$ cat config.mk
export PLATFORM = sky130hd
export DESIGN_NAME = amem_strobe_seq
export DESIGN_NICKNAME = d
export VERILOG_FILES = /design/src/rtl/amem_pkg.sv /design/src/rtl/amem_wait_sync.sv /design/src/rtl/amem_phase_cnt.sv /design/src/rtl/amem_ext_limit.sv /design/src/rtl/amem_strobe_seq.sv
export SDC_FILE = /design/constraint.sdc
export NUM_CORES = 1
export LEC_CHECK = 0
export BUFFER_PORTS_ARGS = -buffer_cell sky130_fd_sc_hd__clkbuf_2
export CAP_MARGIN = 10
export CORE_AREA = 2 2 58 82
export DETAILED_ROUTE_END_ITERATION = 8
export DIE_AREA = 0 0 60 84
export PLACE_DENSITY = 0.83
export REMOVE_ABC_BUFFERS = 1
export SLEW_MARGIN = 40
export SYNTH_ARGS = -nofsm -noshare
export SYNTH_HDL_FRONTEND = slang
export SYNTH_SLANG_ARGS = --single-unit
$ cat constraint.sdc
create_clock -name clk -period 8.2 [get_ports clk]
set_clock_uncertainty 0.15 [all_clocks]
set_input_delay 0.82 -clock clk [delete_from_list [all_inputs] [get_ports clk]]
set_output_delay 0.82 -clock clk [all_outputs]
set_load 0.02 [all_outputs]
$ cat src/rtl/amem_pkg.sv
package amem_pkg;

    localparam int unsigned DEF_CNT_W    = 4;
    localparam int unsigned DEF_EXT_W    = 8;
    localparam int unsigned SYNC_STAGES  = 2;
    localparam int unsigned WAIT_MIN_SUM = 4;

    typedef enum logic [2:0] {
        PH_IDLE,
        PH_SETUP,
        PH_STROBE,
        PH_EXTEND,
        PH_HOLD
    } phase_e;

    // per-access control captured when the request is taken
    typedef struct packed {
        logic is_wr;
        logic wait_ok;
        logic resumed;
    } acc_ctl_t;

    function automatic logic wait_qualified(int unsigned setup_cyc, int unsigned strobe_cyc);
        return (setup_cyc + strobe_cyc) > WAIT_MIN_SUM;
    endfunction

endpackage

$ cat src/rtl/amem_wait_sync.sv
module amem_wait_sync #(
    parameter int unsigned STAGES = 2
) (
    input  logic clk,
    input  logic rst,
    input  logic din,
    output logic dout
);
    logic [STAGES-1:0] chain;

    generate
        if (STAGES == 1) begin : g_single
            always_ff @(posedge clk) begin
                if (rst) chain <= '0;
                else     chain <= din;
            end
        end else begin : g_multi
            always_ff @(posedge clk) begin
                if (rst) chain <= '0;
                else     chain <= {chain[STAGES-2:0], din};
            end
        end
    endgenerate

    assign dout = chain[STAGES-1];
endmodule

$ cat src/rtl/amem_phase_cnt.sv
module amem_phase_cnt #(
    parameter int unsigned W = 4
) (
    input  logic         clk,
    input  logic         rst,
    input  logic         load,
    input  logic [W-1:0] load_val,
    output logic         last
);
    localparam logic [W-1:0] ONE = 1;
    logic [W-1:0] cnt;

    // a count of zero behaves as one cycle
    always_ff @(posedge clk) begin
        if (rst)               cnt <= '0;
        else if (load)         cnt <= (load_val == '0) ? '0 : load_val - ONE;
        else if (cnt != '0)    cnt <= cnt - ONE;
    end

    assign last = (cnt == '0);
endmodule

$ cat src/rtl/amem_ext_limit.sv
module amem_ext_limit #(
    parameter int unsigned W = 8
) (
    input  logic         clk,
    input  logic         rst,
    input  logic         clr,
    input  logic         inc,
    input  logic [W-1:0] max_ext,
    output logic [W-1:0] ext_cnt,
    output logic         none_allowed,
    output logic         used_up
);
    localparam logic [W-1:0] ONE   = 1;
    localparam logic [W:0]   ONE_X = 1;

    always_ff @(posedge clk) begin
        if (rst || clr) ext_cnt <= '0;
        else if (inc)   ext_cnt <= ext_cnt + ONE;
    end

    assign none_allowed = (max_ext == '0);
    // true in the extension cycle that is the last one allowed
    assign used_up      = ({1'b0, ext_cnt} + ONE_X) >= {1'b0, max_ext};
endmodule

$ cat src/rtl/amem_strobe_seq.sv
module amem_strobe_seq
    import amem_pkg::*;
#(
    parameter int unsigned CNT_W  = DEF_CNT_W,
    parameter int unsigned EXT_W  = DEF_EXT_W,
    parameter int unsigned SYNC_N = SYNC_STAGES
) (
    input  logic             clk,
    input  logic             rst,
    input  logic             req_valid,
    input  logic             req_write,
    input  logic [CNT_W-1:0] rd_setup,
    input  logic [CNT_W-1:0] rd_strobe,
    input  logic [CNT_W-1:0] rd_hold,
    input  logic [CNT_W-1:0] wr_setup,
    input  logic [CNT_W-1:0] wr_strobe,
    input  logic [CNT_W-1:0] wr_hold,
    input  logic             ext_wait_en,
    input  logic             wait_pol,
    input  logic [EXT_W-1:0] max_ext,
    input  logic             tmo_irq_en,
    input  logic             tmo_clr,
    input  logic             wait_pin,
    output logic             cs_n,
    output logic             oe_n,
    output logic             we_n,
    output logic             done,
    output logic             tmo_irq
);
    phase_e           state_q, state_d;
    acc_ctl_t         ctl_q, ctl_d;
    logic [CNT_W-1:0] strobe_q, hold_q;
    logic [EXT_W-1:0] max_ext_q;
    logic [EXT_W-1:0] ext_cnt;
    logic             wait_s, wait_act;
    logic             cnt_load, cnt_last;
    logic [CNT_W-1:0] cnt_val;
    logic             accept, ext_inc, none_allowed, used_up;
    logic             tmo_set, tmo_q;

    amem_wait_sync #(.STAGES(SYNC_N)) u_sync (
        .clk(clk), .rst(rst), .din(wait_pin), .dout(wait_s)
    );

    amem_phase_cnt #(.W(CNT_W)) u_phase (
        .clk(clk), .rst(rst), .load(cnt_load), .load_val(cnt_val), .last(cnt_last)
    );

    amem_ext_limit #(.W(EXT_W)) u_limit (
        .clk(clk), .rst(rst), .clr(accept), .inc(ext_inc), .max_ext(max_ext_q),
        .ext_cnt(ext_cnt), .none_allowed(none_allowed), .used_up(used_up)
    );

    assign accept   = (state_q == PH_IDLE) && req_valid;
    assign wait_act = ctl_q.wait_ok && !ctl_q.resumed && (wait_s == wait_pol);

    always_comb begin
        state_d  = state_q;
        ctl_d    = ctl_q;
        cnt_load = 1'b0;
        cnt_val  = hold_q;
        ext_inc  = 1'b0;
        tmo_set  = 1'b0;
        done     = 1'b0;
        unique case (state_q)
            PH_IDLE: if (req_valid) begin
                state_d       = PH_SETUP;
                cnt_load      = 1'b1;
                cnt_val       = req_write ? wr_setup : rd_setup;
                ctl_d.is_wr   = req_write;
                ctl_d.resumed = 1'b0;
                ctl_d.wait_ok = ext_wait_en && (req_write
                                ? wait_qualified(32'(wr_setup), 32'(wr_strobe))
                                : wait_qualified(32'(rd_setup), 32'(rd_strobe)));
            end
            PH_SETUP: if (cnt_last) begin
                state_d  = PH_STROBE;
                cnt_load = 1'b1;
                cnt_val  = strobe_q;
            end
            PH_STROBE: if (cnt_last) begin
                if (wait_act && !none_allowed) begin
                    state_d = PH_EXTEND;
                end else begin
                    state_d  = PH_HOLD;
                    cnt_load = 1'b1;
                    tmo_set  = wait_act;
                end
            end
            PH_EXTEND: begin
                if (!wait_act) begin
                    state_d       = PH_STROBE;
                    ctl_d.resumed = 1'b1;
                end else if (used_up) begin
                    state_d  = PH_HOLD;
                    cnt_load = 1'b1;
                    tmo_set  = 1'b1;
                end else begin
                    ext_inc = 1'b1;
                end
            end
            PH_HOLD: if (cnt_last) begin
                state_d = PH_IDLE;
                done    = 1'b1;
            end
            default: state_d = PH_IDLE;
        endcase
    end

    always_ff @(posedge clk) begin
        if (rst) begin
            state_q   <= PH_IDLE;
            ctl_q     <= '0;
            strobe_q  <= '0;
            hold_q    <= '0;
            max_ext_q <= '0;
        end else begin
            state_q <= state_d;
            ctl_q   <= ctl_d;
            if (accept) begin
                strobe_q  <= req_write ? wr_strobe : rd_strobe;
                hold_q    <= req_write ? wr_hold : rd_hold;
                max_ext_q <= max_ext;
            end
        end
    end

    always_ff @(posedge clk) begin
        if (rst)                       tmo_q <= 1'b0;
        else if (tmo_set && tmo_irq_en) tmo_q <= 1'b1;
        else if (tmo_clr)               tmo_q <= 1'b0;
    end

    assign tmo_irq = tmo_q;
    assign cs_n    = (state_q == PH_IDLE);
    assign oe_n    = !(((state_q == PH_STROBE) || (state_q == PH_EXTEND)) && !ctl_q.is_wr);
    assign we_n    = !(((state_q == PH_STROBE) || (state_q == PH_EXTEND)) && ctl_q.is_wr);
endmodule

Yosys cells after proc, flatten, opt, wreduce, memory -nomap -nowiden
Cells that the tools add are included.
- register bits after elaboration: 37
- bits in latches: 0
- RAM bits: 0
- memory bits (read-only): 0
- output and inout bits: 5
- memories: 0
- add/subtract/negate cells: 6
- $mul: 0
- div/mod/pow operators: 0
- magnitude comparators: 3
- equality and inequality tests: 11
- shift-type cells: 0
- mux-type cells: 37
- bitwise logic cells: 0
- reductions and logical operators: 26
- operators by type and width (cell ; number):
    4-bit 2-to-1 mux ; 8
    3-bit 2-to-1 mux ; 7
    1-bit 2-to-1 mux ; 17
    3-bit one-hot mux with 5 select lines ; 1
    4-bit by 4-bit adder with 5-bit output ; 2
    5-bit by 3-bit > comparator with 1-bit output (second input constant) ; 2
    2-bit != test (second input constant) ; 5
    8-bit by 1-bit adder with 9-bit output (second input constant) ; 1
    9-bit by 8-bit >= comparator with 1-bit output ; 1
    8-bit by 1-bit adder with 8-bit output (second input constant) ; 1
    1-bit logical AND ; 8
    4-bit zero test ; 2
    8-bit zero test ; 1
    4-bit one-hot mux with 2 select lines ; 1
    4-bit by 1-bit subtractor with 4-bit output (second input constant) ; 2
    3-bit by 2-bit equality test with 1-bit output (second input constant) ; 2
    2-bit nonzero test ; 3
    1-bit zero test ; 5
    5-bit AND reduction ; 1
    1-bit one-hot mux with 2 select lines ; 2
    1-bit one-hot mux with 4 select lines ; 1
    4-bit nonzero test ; 1
    3-bit by 1-bit equality test with 1-bit output (second input constant) ; 1
    3-bit equality test (second input constant) ; 1
    6 further kinds ; 7

Logic depth before layout (Yosys ltp)
- word-level depth: 9
- depth in mapped cells: 13
- mapped depth without buffers: 11

Hierarchy
A second synthesis with hierarchy kept.
- cell total of the unflattened synthesis: 297
- area, all modules: 2438.6 sq um
- by module, submodules not included (module ; times used ; cells an instance ; area each (sq um) ; seq. area each (sq um)):
    amem_strobe_seq ; 1 ; 180 ; 1456.4 ; 460.4
    amem_ext_limit ; 1 ; 80 ; 640.6 ; 160.2
    amem_phase_cnt ; 1 ; 33 ; 289.0 ; 80.1
    amem_wait_sync ; 1 ; 4 ; 52.6 ; 40.0

Worst setup path after synthesis
Ideal clock, no wire load.
- path kind: register -> register
- start: reg u_limit.ext_cnt[2]
- end: reg state_q[0]
- arrival: 2728 ps
- data required time: 7980 ps
- path slack: 5252 ps
- stages on the path, launching flop included: 13
- path buffers: 1
- cell sequence: dfxtp_1 -> buf_2 -> and3_1 -> and3_1 -> nand2_1 -> xnor2_1 -> ha_1 -> nand3_1 -> or3_1 -> o221ai_1 -> nor3_1 -> or4_1 -> a21oi_1
- word-level cells in the longest chain between the ends: 4
- ends and longest elaborated chain (item ; RTL line ; text):
    start, declared ; amem_ext_limit.sv:9 ; output logic [W-1:0] ext_cnt,
    start signal, assigned ; amem_ext_limit.sv:18 ; else if (inc) ext_cnt <= ext_cnt + ONE;
    8-bit by 1-bit adder with 9-bit output ; amem_ext_limit.sv:23 ; assign used_up = ({1'b0, ext_cnt} + ONE_X) >= {1'b0, max_ext};
    9-bit by 8-bit >= comparator with 1-bit output ; amem_ext_limit.sv:23 ;
    3-bit by 2-bit != test with 1-bit output (no line) ; n/a ;
    5-bit AND reduction (no line) ; n/a ;
    end signal, assigned ; amem_strobe_seq.sv:118 ; state_q <= state_d;
    end, declared ; amem_strobe_seq.sv:30 ; phase_e state_q, state_d;
No other way between the ends.
A chain may end at the register's enable or synchronous reset.

Final worst setup path
Ends and elaborated chain as after synthesis.

==> impl_metrics.tcl <==
set metrics [dict create \
    coreArea_um2 4390 \
    cts_tree "built" \
    setup_tns_ns 0 \
    worst_slack_ns 4.82 \
    cts.clk_slew.worst_paths_ns 0.09 \
    numCtsBuffers 5 \
    finalHoldViolCount 0 \
    cts_root_buffer "clkbuf_8" \
    grt-ovfl-total 0 \
    fillerInstances 384 \
    crit_buf_inv 0 \
    grt_usage_pct 24.0 \
    place_congestion 0.836 \
    grt_pass1_wl_um 9600 \
    fp.dieH_um 84 \
    path_max_fanout 11 \
    die-area_um2 5040 \
    yosysWarnings 0 \
    end_kind "flop" \
    swShare_pct 38.7 \
    tightest_slew_ns 0.747 \
    die_w_um 60 \
    crit_path_max_incr_delay_ns 0.53 \
    dp_slack_ns 4.88 \
    hold_start "u_sync.chain[0]" \
    dp_hpwl_um 4180 \
    postSynthCellCount 310 \
    async_reset_ff_share_pct 0 \
    hold_buffers 0 \
    outcome "complete, no violations" \
    yosysSeqAreaShare_pct 29.4 \
    post-route-period-util_pct 41.2 \
    path_class "flop to flop" \
    drive_above_1_share_pct 18.6 \
    slowest_stage "or4_1" \
    dr_total_vias 2302 \
    ff_latch_area_um2 741 \
    grt_max_degree 31 \
    synth_seq_cells 37 \
    ys.flop_type "dfxtp_1" \
    area_delta_synth_final_pct 13.1 \
    intPower_uw 422 \
    final-setup-viol-count 0 \
    dr.pass1.iters 5 \
    cp-start-kind "flop" \
    slew_headroom_pct 50.1 \
    layout_min_cycle_time_ns 3.38 \
    cp_top_family "simple AND/OR/NAND/NOR gates" \
    leakagePower_uw 0.00126 \
    finalNetCount 405 \
    worstPathArrival_ns 3.44 \
    drc 0 \
    combPwrFrac_pct 41.6 \
    pwr-share-seq_pct 34.9 \
    htreeDepth 2 \
    drt.antenna.violating_nets 0 \
    final_max_slew_viol_count 0 \
    viasPerCell 5.67 \
    routedWlPerCell_um 13.4 \
    clock_latency_ns 0.30 \
    powerDensity_nw_per_um2 241 \
    multi_input_area_um2 1620 \
    cts_setup_buffers 0 \
    drt_iter0_drc 72 \
    synth-edff-count 0 \
    max-clock-path-buffers 2 \
    avgSynthCellArea_um2 8.14 \
    timing.fmax_mhz 296 \
    antenna_found_initial 0 \
    worst_ep_required_time_ns 8.26 \
    port-buffer-count 45 \
    pwr-share-clk_pct 23.5 \
    r2r_start "u_limit.ext_cnt[2]" \
    ir_worst_vdd_v 0.000129 \
    syn_area_um2 2520 \
    cts_resized 0 \
    rsz0062_at_grt "false" \
    power.switching_uw 267 \
    cts.sinks 37 \
    drt_wl_total_um 5430 \
    hold_class "flop to flop" \
    io_pins 46 \
    diodes 0 \
    grt_pass1_vias 2279 \
    worstSetupStartpoint "u_limit.ext_cnt[2]" \
    start_util_pct 57.5 \
    rows 29 \
    max_cap_viol_count 0 \
    path_cells "and3_1 -> and3_1 -> nand2_1 -> xnor2_1 -> ha_1 -> nand3_1 -> or3_1 -> o221ai_1 -> nor3_2 -> or4_1 -> a21oi_1" \
    synth_cell_type_count 49 \
    worst_path_most_repeated_cell "and3_1" \
]
==> cell type report <==
type,count,area share [%]
clock inverter,3,1.54
inverter,20,2.63
multi-input combinational,234,56.8
timing repair buffer,45,7.89
clock buffer,5,2.41
tap,62,2.72
sequential,37,26.0
==> cells in the final DEF (no fill, tap or decap), types with 2 or more instances in the layout <==
master and count:
nor3_1 4, a21oi_1 26, ha_1 19, inv_1 20
nand3_1 4, mux2i_1 14, a31oi_1 3, o221ai_1 3
nand2_1 34, a21o_1 3, nor2_1 26, nor3_2 2
nor4_1 3, xnor2_1 11, nand2b_1 6, a211oi_1 11
a221o_1 2, a211oi_2 2, nor2b_1 5, clkbuf_8 5
clkbuf_2 45, fa_1 2, o21ai_0 9, nand4_1 4
a211o_1 3, or4_1 3, a221oi_2 2, dfxtp_1 37
and3_1 5, nand3b_1 2, or3_1 6, xor2_1 3
==> cells in the mapped netlist (2+ instances only) <==
library cell | n | area (um2)
a21oi_1 | 26 | 130
mux2i_1 | 14 | 140
o221ai_1 | 3 | 26.3
dfxtp_1 | 37 | 741
nand3b_1 | 2 | 15.0
buf_6 | 2 | 22.5
buf_2 | 4 | 20.0
nand2b_1 | 6 | 37.5
nor2b_1 | 5 | 31.3
and3_1 | 5 | 31.3
xor2_1 | 3 | 26.3
ha_1 | 19 | 238
nor2_1 | 26 | 97.6
nand4_1 | 4 | 25.0
a31oi_1 | 3 | 18.8
clkbuf_1 | 13 | 48.8
a211oi_2 | 2 | 25.0
nand3_1 | 4 | 20.0
or4_1 | 3 | 22.5
nand2_1 | 34 | 128
a21o_1 | 3 | 22.5
a221oi_2 | 2 | 30.0
a221o_1 | 2 | 20.0
a211oi_1 | 11 | 82.6
and2_1 | 2 | 12.5
fa_1 | 2 | 40.0
o21ai_0 | 9 | 45.0
xnor2_1 | 11 | 96.3
inv_1 | 20 | 75.1
nor4_1 | 3 | 18.8
nor3_1 | 5 | 25.0
a211o_1 | 3 | 26.3
or3_1 | 6 | 37.5
==> power groups by stage <==
stage	Sequential, uW	Clock [uW]	Combinational [uW]
after floorplan	236	0	221
after global placement	242	0	279
after detailed placement	244	0	287
after CTS	239	163	288
after global routing	245	169	324
final	240	162	286
==> routing by layer <==
layer	track usage (%)	up-vias	share of wire, %
met5	0	-	0
met4	9.90	0	2.3
met3	4.65	12	4.6
met2	41.6	66	51
met1	27.4	1057	42
li1	-	1167	-
==> final timing paths <==
| kind | to | slack [ns] | cells past startpoint |
|---|---|---|---|
| min reg2reg | u_sync.chain[1] | 0.30 | 1 |
| min | u_sync.chain[1] | 0.30 | 1 |
| max | state_q[0] | 4.82 | 11 |
| max reg2reg | state_q[0] | 4.82 | 11 |
==> flip-flops by register name (all words and copies together), names as in the netlist <==
signal	flops
tmo_irq	1
max_ext_q	8
hold_q	4
ctl_q	3
state_q	3
u_sync.chain	2
u_phase.cnt	4
u_limit.ext_cnt	8
strobe_q	4
==> logic make-up after synthesis <==
logic type,share of synthesized area [%]
AND/OR/NAND/NOR,22.6
XOR/XNOR,4.86
flip-flops,29.4
buffers and inverters,6.60
adder cells (fa/ha/maj),11.0
multiplexers,5.56
AO/OA/AOI/OAI,20.0
==> stage by stage <==
step	utilization, %	total power (uW)	hold WS, ns	instance area (um2)	std cells
2_1_floorplan	-	457	0.264	2430	291
3_3_place_gp	62.3	521	0.269	2730	398
3_5_place_dp	62.4	530	0.278	2740	398
4_1_cts	65.0	691	0.296	2850	406
5_1_grt	65.0	738	0.340	2850	406
6_report	65.0	689	0.295	2850	406
Power figures use the tool's default switching activity.
